$ cat src/rtl/fwr_pkg.sv
`timescale 1ns/1ps
package fwr_pkg;

  // Operating mode of the history wipe sequencer.
  typedef enum logic [0:0] {
    FILL_RUN   = 1'b0,
    FILL_CLEAR = 1'b1
  } fill_mode_e;

endpackage

$ cat src/rtl/fwr_rectify.sv
`timescale 1ns/1ps
// Fold negative samples by ones complement, double, and rebias to signed.
module fwr_rectify #(
  parameter int DATA_W = 16
) (
  input  logic [DATA_W-1:0] din,
  output logic [DATA_W-1:0] dout
);

  localparam logic [DATA_W-1:0] BIAS = DATA_W'(1) << (DATA_W - 1);

  logic [DATA_W-1:0] folded;

  always_comb begin
    folded = din[DATA_W-1] ? ~din : din;
    dout   = {folded[DATA_W-2:0], 1'b0} + BIAS;
  end

endmodule

$ cat src/rtl/fwr_clear_ctrl.sv
`timescale 1ns/1ps
// Holds the window exponent and sequences the one-entry-per-clock wipe.
module fwr_clear_ctrl
  import fwr_pkg::*;
#(
  parameter int CUT_W     = 3,
  parameter int MAX_CUT   = 6,
  parameter int RESET_CUT = 3,
  parameter int AW        = 6
) (
  input  logic             clk,
  input  logic             rst_n,
  input  logic [CUT_W-1:0] cut_req,
  input  logic             flush,
  output logic [CUT_W-1:0] cur_cut,
  output logic             busy,
  output logic [AW-1:0]    clr_addr
);

  localparam logic [CUT_W-1:0] CUT_LIM  = CUT_W'(MAX_CUT);
  localparam logic [CUT_W-1:0] CUT_INIT = CUT_W'(RESET_CUT);
  localparam logic [AW-1:0]    LAST     = {AW{1'b1}};

  fill_mode_e       mode;
  logic [CUT_W-1:0] cut_sel;
  logic             restart;

  always_comb begin
    cut_sel = (cut_req > CUT_LIM) ? CUT_LIM : cut_req;
    restart = flush || (cut_sel != cur_cut);
  end

  always_ff @(posedge clk or negedge rst_n) begin
    if (!rst_n) begin
      mode     <= FILL_CLEAR;
      cur_cut  <= CUT_INIT;
      clr_addr <= '0;
    end else if (restart) begin
      mode     <= FILL_CLEAR;
      cur_cut  <= cut_sel;
      clr_addr <= '0;
    end else if (mode == FILL_CLEAR) begin
      clr_addr <= clr_addr + AW'(1);
      if (clr_addr == LAST) begin
        mode <= FILL_RUN;
      end
    end
  end

  assign busy = (mode == FILL_CLEAR);

endmodule

$ cat src/rtl/fwr_history.sv
`timescale 1ns/1ps
// Circular sample store: one synchronous write port, one combinational read.
module fwr_history #(
  parameter int DATA_W = 16,
  parameter int AW     = 6
) (
  input  logic              clk,
  input  logic              we,
  input  logic [AW-1:0]     waddr,
  input  logic [DATA_W-1:0] wdata,
  input  logic [AW-1:0]     raddr,
  output logic [DATA_W-1:0] rdata
);

  localparam int DEPTH = 1 << AW;

  logic [DATA_W-1:0] mem [DEPTH];

  always_ff @(posedge clk) begin
    if (we) begin
      mem[waddr] <= wdata;
    end
  end

  assign rdata = mem[raddr];

endmodule

$ cat src/rtl/fwr_accum.sv
`timescale 1ns/1ps
// Running window sum: add newest, subtract the sample that leaves, scale.
module fwr_accum #(
  parameter int DATA_W = 16,
  parameter int ACC_W  = 32,
  parameter int CUT_W  = 3
) (
  input  logic              clk,
  input  logic              rst_n,
  input  logic              clr,
  input  logic              upd,
  input  logic [DATA_W-1:0] add_val,
  input  logic [DATA_W-1:0] sub_val,
  input  logic [CUT_W-1:0]  shift,
  output logic [DATA_W-1:0] avg
);

  localparam int EXT_W = ACC_W - DATA_W;

  logic signed [ACC_W-1:0] acc_q;
  logic signed [ACC_W-1:0] acc_d;
  logic signed [ACC_W-1:0] add_ext;
  logic signed [ACC_W-1:0] sub_ext;
  logic signed [ACC_W-1:0] scaled;

  always_comb begin
    add_ext = {{EXT_W{add_val[DATA_W-1]}}, add_val};
    sub_ext = {{EXT_W{sub_val[DATA_W-1]}}, sub_val};
    acc_d   = acc_q + add_ext - sub_ext;
    scaled  = acc_d >>> shift;
    avg     = scaled[DATA_W-1:0];
  end

  always_ff @(posedge clk or negedge rst_n) begin
    if (!rst_n) begin
      acc_q <= '0;
    end else if (clr) begin
      acc_q <= '0;
    end else if (upd) begin
      acc_q <= acc_d;
    end
  end

endmodule

$ cat src/rtl/fwr_boxcar_filter.sv
`timescale 1ns/1ps
// Top: stream wrapper around rectifier, history store and window sum.
module fwr_boxcar_filter #(
  parameter int DATA_W    = 16,
  parameter int ACC_W     = 32,
  parameter int CUT_W     = 3,
  parameter int MAX_CUT   = 6,
  parameter int RESET_CUT = 3
) (
  input  logic              clk,
  input  logic              rst_n,
  input  logic              s_valid,
  output logic              s_ready,
  input  logic [DATA_W-1:0] s_data,
  output logic              m_valid,
  input  logic              m_ready,
  output logic [DATA_W-1:0] m_data,
  input  logic [CUT_W-1:0]  cut_idx,
  input  logic              flush,
  output logic              busy
);

  localparam int AW = (MAX_CUT < 1) ? 1 : MAX_CUT;

  logic              accept;
  logic              run_acc;
  logic [DATA_W-1:0] rect_w;
  logic [DATA_W-1:0] old_w;
  logic [DATA_W-1:0] avg_w;
  logic [CUT_W-1:0]  cur_cut;
  logic [AW-1:0]     clr_addr;
  logic [AW-1:0]     wr_ptr;
  logic [AW-1:0]     rd_ptr;
  logic [AW:0]       win_len;
  logic              hist_we;
  logic [AW-1:0]     hist_addr;
  logic [DATA_W-1:0] hist_wdata;

  assign s_ready = !m_valid || m_ready;
  assign accept  = s_valid && s_ready;
  assign run_acc = accept && !busy;

  // The oldest sample sits exactly one window behind the write pointer.
  always_comb begin
    win_len = (AW + 1)'(1) << cur_cut;
    rd_ptr  = wr_ptr - win_len[AW-1:0];
  end

  // The wipe owns the write port while busy.
  always_comb begin
    if (busy) begin
      hist_we    = 1'b1;
      hist_addr  = clr_addr;
      hist_wdata = '0;
    end else begin
      hist_we    = accept;
      hist_addr  = wr_ptr;
      hist_wdata = rect_w;
    end
  end

  fwr_rectify #(.DATA_W(DATA_W)) u_rect (
    .din  (s_data),
    .dout (rect_w)
  );

  fwr_clear_ctrl #(
    .CUT_W    (CUT_W),
    .MAX_CUT  (MAX_CUT),
    .RESET_CUT(RESET_CUT),
    .AW       (AW)
  ) u_ctrl (
    .clk     (clk),
    .rst_n   (rst_n),
    .cut_req (cut_idx),
    .flush   (flush),
    .cur_cut (cur_cut),
    .busy    (busy),
    .clr_addr(clr_addr)
  );

  fwr_history #(.DATA_W(DATA_W), .AW(AW)) u_hist (
    .clk  (clk),
    .we   (hist_we),
    .waddr(hist_addr),
    .wdata(hist_wdata),
    .raddr(rd_ptr),
    .rdata(old_w)
  );

  fwr_accum #(.DATA_W(DATA_W), .ACC_W(ACC_W), .CUT_W(CUT_W)) u_acc (
    .clk    (clk),
    .rst_n  (rst_n),
    .clr    (busy),
    .upd    (run_acc),
    .add_val(rect_w),
    .sub_val(old_w),
    .shift  (cur_cut),
    .avg    (avg_w)
  );

  always_ff @(posedge clk or negedge rst_n) begin
    if (!rst_n) begin
      wr_ptr <= '0;
    end else if (busy) begin
      wr_ptr <= '0;
    end else if (accept) begin
      wr_ptr <= wr_ptr + AW'(1);
    end
  end

  always_ff @(posedge clk or negedge rst_n) begin
    if (!rst_n) begin
      m_valid <= 1'b0;
      m_data  <= '0;
    end else if (accept) begin
      m_valid <= 1'b1;
      m_data  <= busy ? '0 : avg_w;
    end else if (m_ready) begin
      m_valid <= 1'b0;
    end
  end

endmodule

$ cat config.mk
export PLATFORM = sky130hd
export DESIGN_NAME = fwr_boxcar_filter
export DESIGN_NICKNAME = d
export VERILOG_FILES = /design/src/rtl/fwr_pkg.sv /design/src/rtl/fwr_rectify.sv /design/src/rtl/fwr_clear_ctrl.sv /design/src/rtl/fwr_history.sv /design/src/rtl/fwr_accum.sv /design/src/rtl/fwr_boxcar_filter.sv
export SDC_FILE = /design/constraint.sdc
export NUM_CORES = 1
export LEC_CHECK = 0
export BUFFER_PORTS_ARGS = -buffer_cell sky130_fd_sc_hd__buf_2
export CORE_MARGIN = 2
export CORE_UTILIZATION = 50
export CTS_CLUSTER_DIAMETER = 40
export DETAILED_ROUTE_END_ITERATION = 10
export PLACE_DENSITY_LB_ADDON = 0.08
export SLEW_MARGIN = 20
export SYNTH_ARGS = -nofsm -noshare
export SYNTH_HDL_FRONTEND = slang
export SYNTH_SLANG_ARGS = --single-unit
$ cat constraint.sdc
create_clock -name clk -period 10.1 [get_ports clk]
set_input_delay 1.01 -clock clk [delete_from_list [all_inputs] [get_ports clk]]
set_output_delay 1.01 -clock clk [all_outputs]
set_load 0.02 [all_outputs]
# Word level (Yosys, flattened, before mapping)
# Memories as Yosys holds them, arrays and structs flattened.
# Index checks and enable logic that the tools add are counted.
# classes
addsub	6
reduce_logical	10
n_eq_ne	2
n_mux	19
bitwise_logic	1
shifts	2
magnitude_cmp	1
# ops
op	count
$mux W32	2
$add A32 B16 Y32	1
$mux W16	2
$sshr A32 B3 Y16	1
$sub A32 B16 Y32	1
$mux W6	5
$add A16 B16 Y16 const B	1
$mux W15	1
$not A15 Y15	1
$add A6 B1 Y6 const B	2
$mux W1	8
$reduce_bool A2 Y1	4
$eq A6 B6 Y1 const B	1
$shl A1 B3 Y6 const A	1
$sub A6 B6 Y6	1
$gt A3 B3 Y1 const B	1
$mux W3	1
$ne A3 B3 Y1	1
$logic_and A1 B1 Y1	2
$logic_not A1 Y1	2
$logic_or A1 B1 Y1	2
# totals
out_inout_bits	19
in_bits	24
ramBits	1024
regBits	65
memories	1
word_cells	49
# memory_table
memory	depth	width	read_ports	rd_ports_with_merged_regs	wr	line_no	text
u_hist.mem	64	16	1	0	1	fwr_history.sv:17	logic [DATA_W-1:0] mem [DEPTH];

# Logic depth before layout (Yosys ltp)
# depth
word_depth	7
mapped_depth	26
mapped_depth_nobuf	23

# Hierarchy
# Synthesis repeated with hierarchy kept, for this count alone.
# hier_totals
cells_unflattened	2503
hier_area_um2	45610.0
# modules_own_cells
module	seq_area_each_um2	instances	cells_per_inst	area_per_inst_um2
fwr_history	30749.5	1	1813	39721.8
fwr_accum	575.6	1	468	3804.9
fwr_boxcar_filter	575.6	1	163	1438.9
fwr_clear_ctrl	254.0	1	40	470.5
fwr_rectify	0.0	1	19	173.9

# Worst setup path before layout
# No wires, ideal clock.
# synth_timing
kind	flip-flop to flip-flop
from	register u_ctrl.cur_cut[1]
to	register m_data[14]
period_less_slack_ps	6971
setup_slack_ps	3129
stages_incl_launch_ff	26
n_path_buf	6
arrival_ps	6845
setup_ps	126
cell_sequence	dfstp_2 buf_1 clkinv_1 clkbuf_1 nand3_1 inv_1 fa_1 buf_2 buf_2 clkbuf_1 clkbuf_1 mux4_2 mux4_2 mux2i_1 a21oi_1 fa_1 inv_1 fa_1 a21o_1 a221o_1 a32oi_2 a21boi_0 or3b_1 nand2_1 nand3_1 a221o_1
# synth_between
elab_chain_len	6
# synth_rtl
element	line_no	text
start: declaration	fwr_clear_ctrl.sv:15	output logic [CUT_W-1:0] cur_cut,
start signal: assignment	fwr_clear_ctrl.sv:40	cur_cut <= cut_sel;
$shl A1 B3 Y6	fwr_boxcar_filter.sv:45	win_len = (AW + 1)'(1) << cur_cut;
$sub A6 B6 Y6	fwr_boxcar_filter.sv:46	rd_ptr = wr_ptr - win_len[AW-1:0];
$mem_v2 Z64 W16	-	
$sub A32 B16 Y32	fwr_accum.sv:29	acc_d = acc_q + add_ext - sub_ext;
$sshr A32 B3 Y16 (*)	fwr_accum.sv:30	scaled = acc_d >>> shift;
$mux W16 (*)	fwr_boxcar_filter.sv:118	m_data <= busy ? '0 : avg_w;
end signal: assignment	fwr_boxcar_filter.sv:118	
end: declaration	fwr_boxcar_filter.sv:17	output logic [DATA_W-1:0] m_data,
# Every way passes the cells marked *; elsewhere a longest branch is shown, timed or not.
# A chain may end at the register's enable or synchronous reset.

# Final worst setup path
# layout_timing
from	register u_ctrl.cur_cut[1]
to	register m_data[15]
# The elaborated chain is that of the path after synthesis.

==> summary.log <==
qor: outcome.outcome finished with violations
qor: outcome.failed_checks design-rule violations
qor: synth.synthesis.yosys.warnings 0
qor: floorplanning.die_y 294.3 um
qor: floorplanning.core 83560 sq um
qor: critical_path.timing.setup.critical_path_class reg -> reg
qor: detailed_routing.route.detailed.drc 2
qor: sta.final_min_period_over_clock_period 84.03%
qor: sta.timing.final.max_slew_violations 0
qor: place.port-buffer-count 42
qor: cts.cts.htree.levels 4
qor: critical_path.critPathLaunch u_ctrl.cur_cut[1]
qor: sta.max_slew_margin 26.39%
qor: synth.syn-mean-instance-area 19.73 sq um
qor: synth.synthDistinctLibCells 82
qor: synth.yosys_reg_bits 1015
qor: synth.synth-edff-count 960
qor: critical_path.crit_required 10670 ps
qor: cts.clock_root_buffer_master clkbuf_16
qor: synth.postSynthNetCount 2210
qor: hold_path.worstHoldStart cut_idx[1]
qor: cts.cts_tree built
qor: hold_path.worst_hold_path_type in -> reg
qor: synth.synth_sequential_area_ratio 71.70%
qor: sta.finalClockSkew 21.01 ps
qor: sta.grt_setup_unrepaired false
qor: critical_path.cp-end-kind register
qor: sta.worstMarginPinSlew 1100 ps
qor: critical_path.r2r_startpoint u_ctrl.cur_cut[1]
qor: detailed_routing.route.vias.total 21580
qor: detailed_routing.totalWireLength 105500 um
qor: place.placement.cell_area 44260 sq um
qor: critical_path.cp_num_buf_inv 4
qor: sta.max_freq 0.1178 GHz
qor: global_routing.grt_first_pass_wirelength 154200 um
qor: sta.final_critical_path_time_including_i_o_delays_and_setup 8487 ps
qor: synth.synthCells 2135
qor: critical_path.critical_path.startpoint_type register
qor: cts.clock_edge_transition_at_the_registers_on_the_reported_setup_and_hold_paths 50 ps
qor: sta.setup_viol 0
qor: detailed_routing.route.detailed.wl_per_inst 30.09 um
qor: synth.ys.flop_type edfxtp_1
qor: global_routing.grt_remaining_overflow 0
qor: global_routing.first_global_vias 22050
qor: layout.multi_input_gate_area 11290 sq um
qor: power_and_ir_drop.worst_vdd_rail_ir_drop 0.0001599 V
qor: layout.seq_area 30210 sq um
qor: global_routing.antenna_found_initial 2
qor: critical_path.worst_path_fanout_max 25
qor: critical_path.critical-path-top-delay-family simple AND/OR/NAND/NOR gates
qor: cts.cts_hold_buffers 0
qor: power_and_ir_drop.p_leak 16.74 nW
qor: layout.fin_cells 3505
qor: global_routing.maximum_number_of_pins_on_one_net_before_global_route_repair 65
qor: global_routing.grt.total_usage 25.09%
qor: sta.setup_total_negative_slack 0 ps
qor: critical_path.path_cells clkinv_1, nor2_1, nand2_1, ha_1, xnor2_2, buf_4, buf_4, mux4_2, nor3b_1, nor3b_1, a31oi_2, fa_1, inv_1, ha_1, and4_1, and2_1, a32oi_2, a21boi_0, or3b_1, a22oi_1, and4bb_1, a22oi_1
qor: detailed_routing.antenna_left 0
qor: power_and_ir_drop.power_per_cell_area 219.1 nW/um^2
qor: layout.postLayoutCoreUtil 58.40%
qor: floorplanning.die-width 294.3 um
qor: floorplanning.io_pins 43
qor: critical_path.timing.critical_path.slowest_cell_delay 810 ps
qor: synth.synth.cell_area 42130 sq um
qor: critical_path.arrival 9060 ps
qor: place.dpl.cell_count 3257
qor: layout.fillers 6141
qor: floorplanning.die-area 86590 sq um
qor: cts.cts.sink_count 1015
qor: layout.proportion_of_layout_cells_with_a_drive_suffix_above_1 29.58%
qor: detailed_routing.drtIter0Drc 2344
qor: synth.ys_async_sr_fraction 5.419%
qor: place.dp.final_hpwl 61150 um
qor: cts.cts.path.max_buffers 3
qor: floorplanning.placement_rows 106
qor: layout.nets 2389
qor: power_and_ir_drop.finalPower 0.01069 W
qor: run.count_of_max_cap_constraint_violations 0
qor: place.finalWeightedCongestion 0.9233
qor: cts.postCtsSetupBuffers 0
qor: detailed_routing.viasPerCell 6.158
qor: layout.fin_area 48790 sq um
qor: cts.number_of_resized_instances_in_the_post_cts_repair_step 0
qor: critical_path.slowest_stage_cell_on_the_critical_path dfstp_2
qor: detailed_routing.detail_route.first_pass.iterations 8
qor: floorplanning.floorplan.initialDensity 50.42%
qor: sta.finalHoldViolations 0
qor: layout.layout_area_overhead 15.82%
qor: cts.insertion_delay 710 ps
qor: cts.numCtsBuffers 135
[report_power, final]
group / switching (W) / internal, W / total [W]
registers: 0.00000670 / 0.00455 / 0.00455
logic: 0.000827 / 0.000564 / 0.00139
clock network: 0.00182 / 0.00293 / 0.00475
[area by class of cell]
class                      count  area share, %
sequential                  1015          61.92
multi-input combinational    928          23.13
clock buffer                 162          7.370
tap                         1080          2.769
timing repair buffer         151          2.262
clock inverter                85          1.905
inverter                      83         0.6385
antenna                        1       0.005129
[through the flow]
step,setup WS (ps),hold WS (ps)
after global routing,1054,415.8
final,1613,448.6
after floorplan,3129,480.2
after CTS,1545,404.5
after detailed placement,1605,460.4
after global placement,1691,458.5
[cell usage after synthesis (all sizes together), types with 15 or more instances]
cell type	n	area, sq um
a211oi	23	185.2
a21oi	62	314.1
buf	48	259.0
clkbuf	61	229.0
dfrtp	52	1301
edfxtp	960	28830
fa	23	460.4
ha	28	350.3
inv	82	307.8
mux2i	20	200.2
mux4	309	6967
nand2	84	317.8
nand3	15	75.07
nor2	142	533.0
nor2b	15	93.84
o21ai	24	127.6
xnor2	35	306.5
xor2	17	156.4
[per-layer routing]
metal	GRT usage [%]	part of all wire (%)	vias to the layer above	routed length, um
met3	3.936	6.7	154	7025
met5	0	0	-	0
met1	35.38	41	11540	43660
met2	41.39	50	816	52640
li1	-	-	9070	-
met4	6.371	2.0	0	2151
[final timing paths]
kind / endpoint / slack, ps / depth (start not counted)
min: u_ctrl.cur_cut[1] / 450 / 1
max in group asynchronous: u_acc.acc_q[5] / 9120 / 2
min in group asynchronous: u_ctrl.cur_cut[2] / 470 / 2
max reg2reg: m_data[15] / 1610 / 22
max: m_data[15] / 1610 / 22
min reg2reg: m_data[2] / 470 / 1
[logic make-up (layout without fill, tap and decap cells)]
kind of cell             after synthesis  count (layout)  synth area share (%)
XOR/XNOR                              52              52                 1.099
other                                  0               1                     0
flip-flops                          1015            1015                 71.70
AO/OA/AOI/OAI                        183             183                 3.009
adder cells (fa/ha/maj)               51              51                 1.925
buffers and inverters                192             481                 1.898
AND/OR/NAND/NOR                      312             312                 3.326
multiplexers                         330             330                 17.04
[cell usage in the layout (no fill, tap or decap), types with 9 or more instances in the layout]
cell type   count
mux2i_1        20
a21oi_1        61
clkinvlp_4     12
nor2b_1        15
clkbuf_1       21
xor2_1         16
o21ai_0        21
edfxtp_1      960
clkbuf_16     140
bufinv_16      14
buf_4         103
dfrtp_1        52
clkinv_1       16
nor2_1        125
nor2_4         16
nand3_1        15
mux4_2        307
buf_2          42
nand2_1        82
clkinv_2       15
fa_1           22
ha_1           27
nor3_1          9
inv_1          82
inv_6          15
a211oi_1       22
xnor2_1        33
[registers in the layout (all words and copies together) (netlist names)]
name	flops
u_hist.mem	960
u_acc.acc_q	22
m_valid	1
wr_ptr	6
u_ctrl.cur_cut	3
u_ctrl.clr_addr	6
u_ctrl.busy	1
m_data	16
Power figures use the tool's default switching activity.
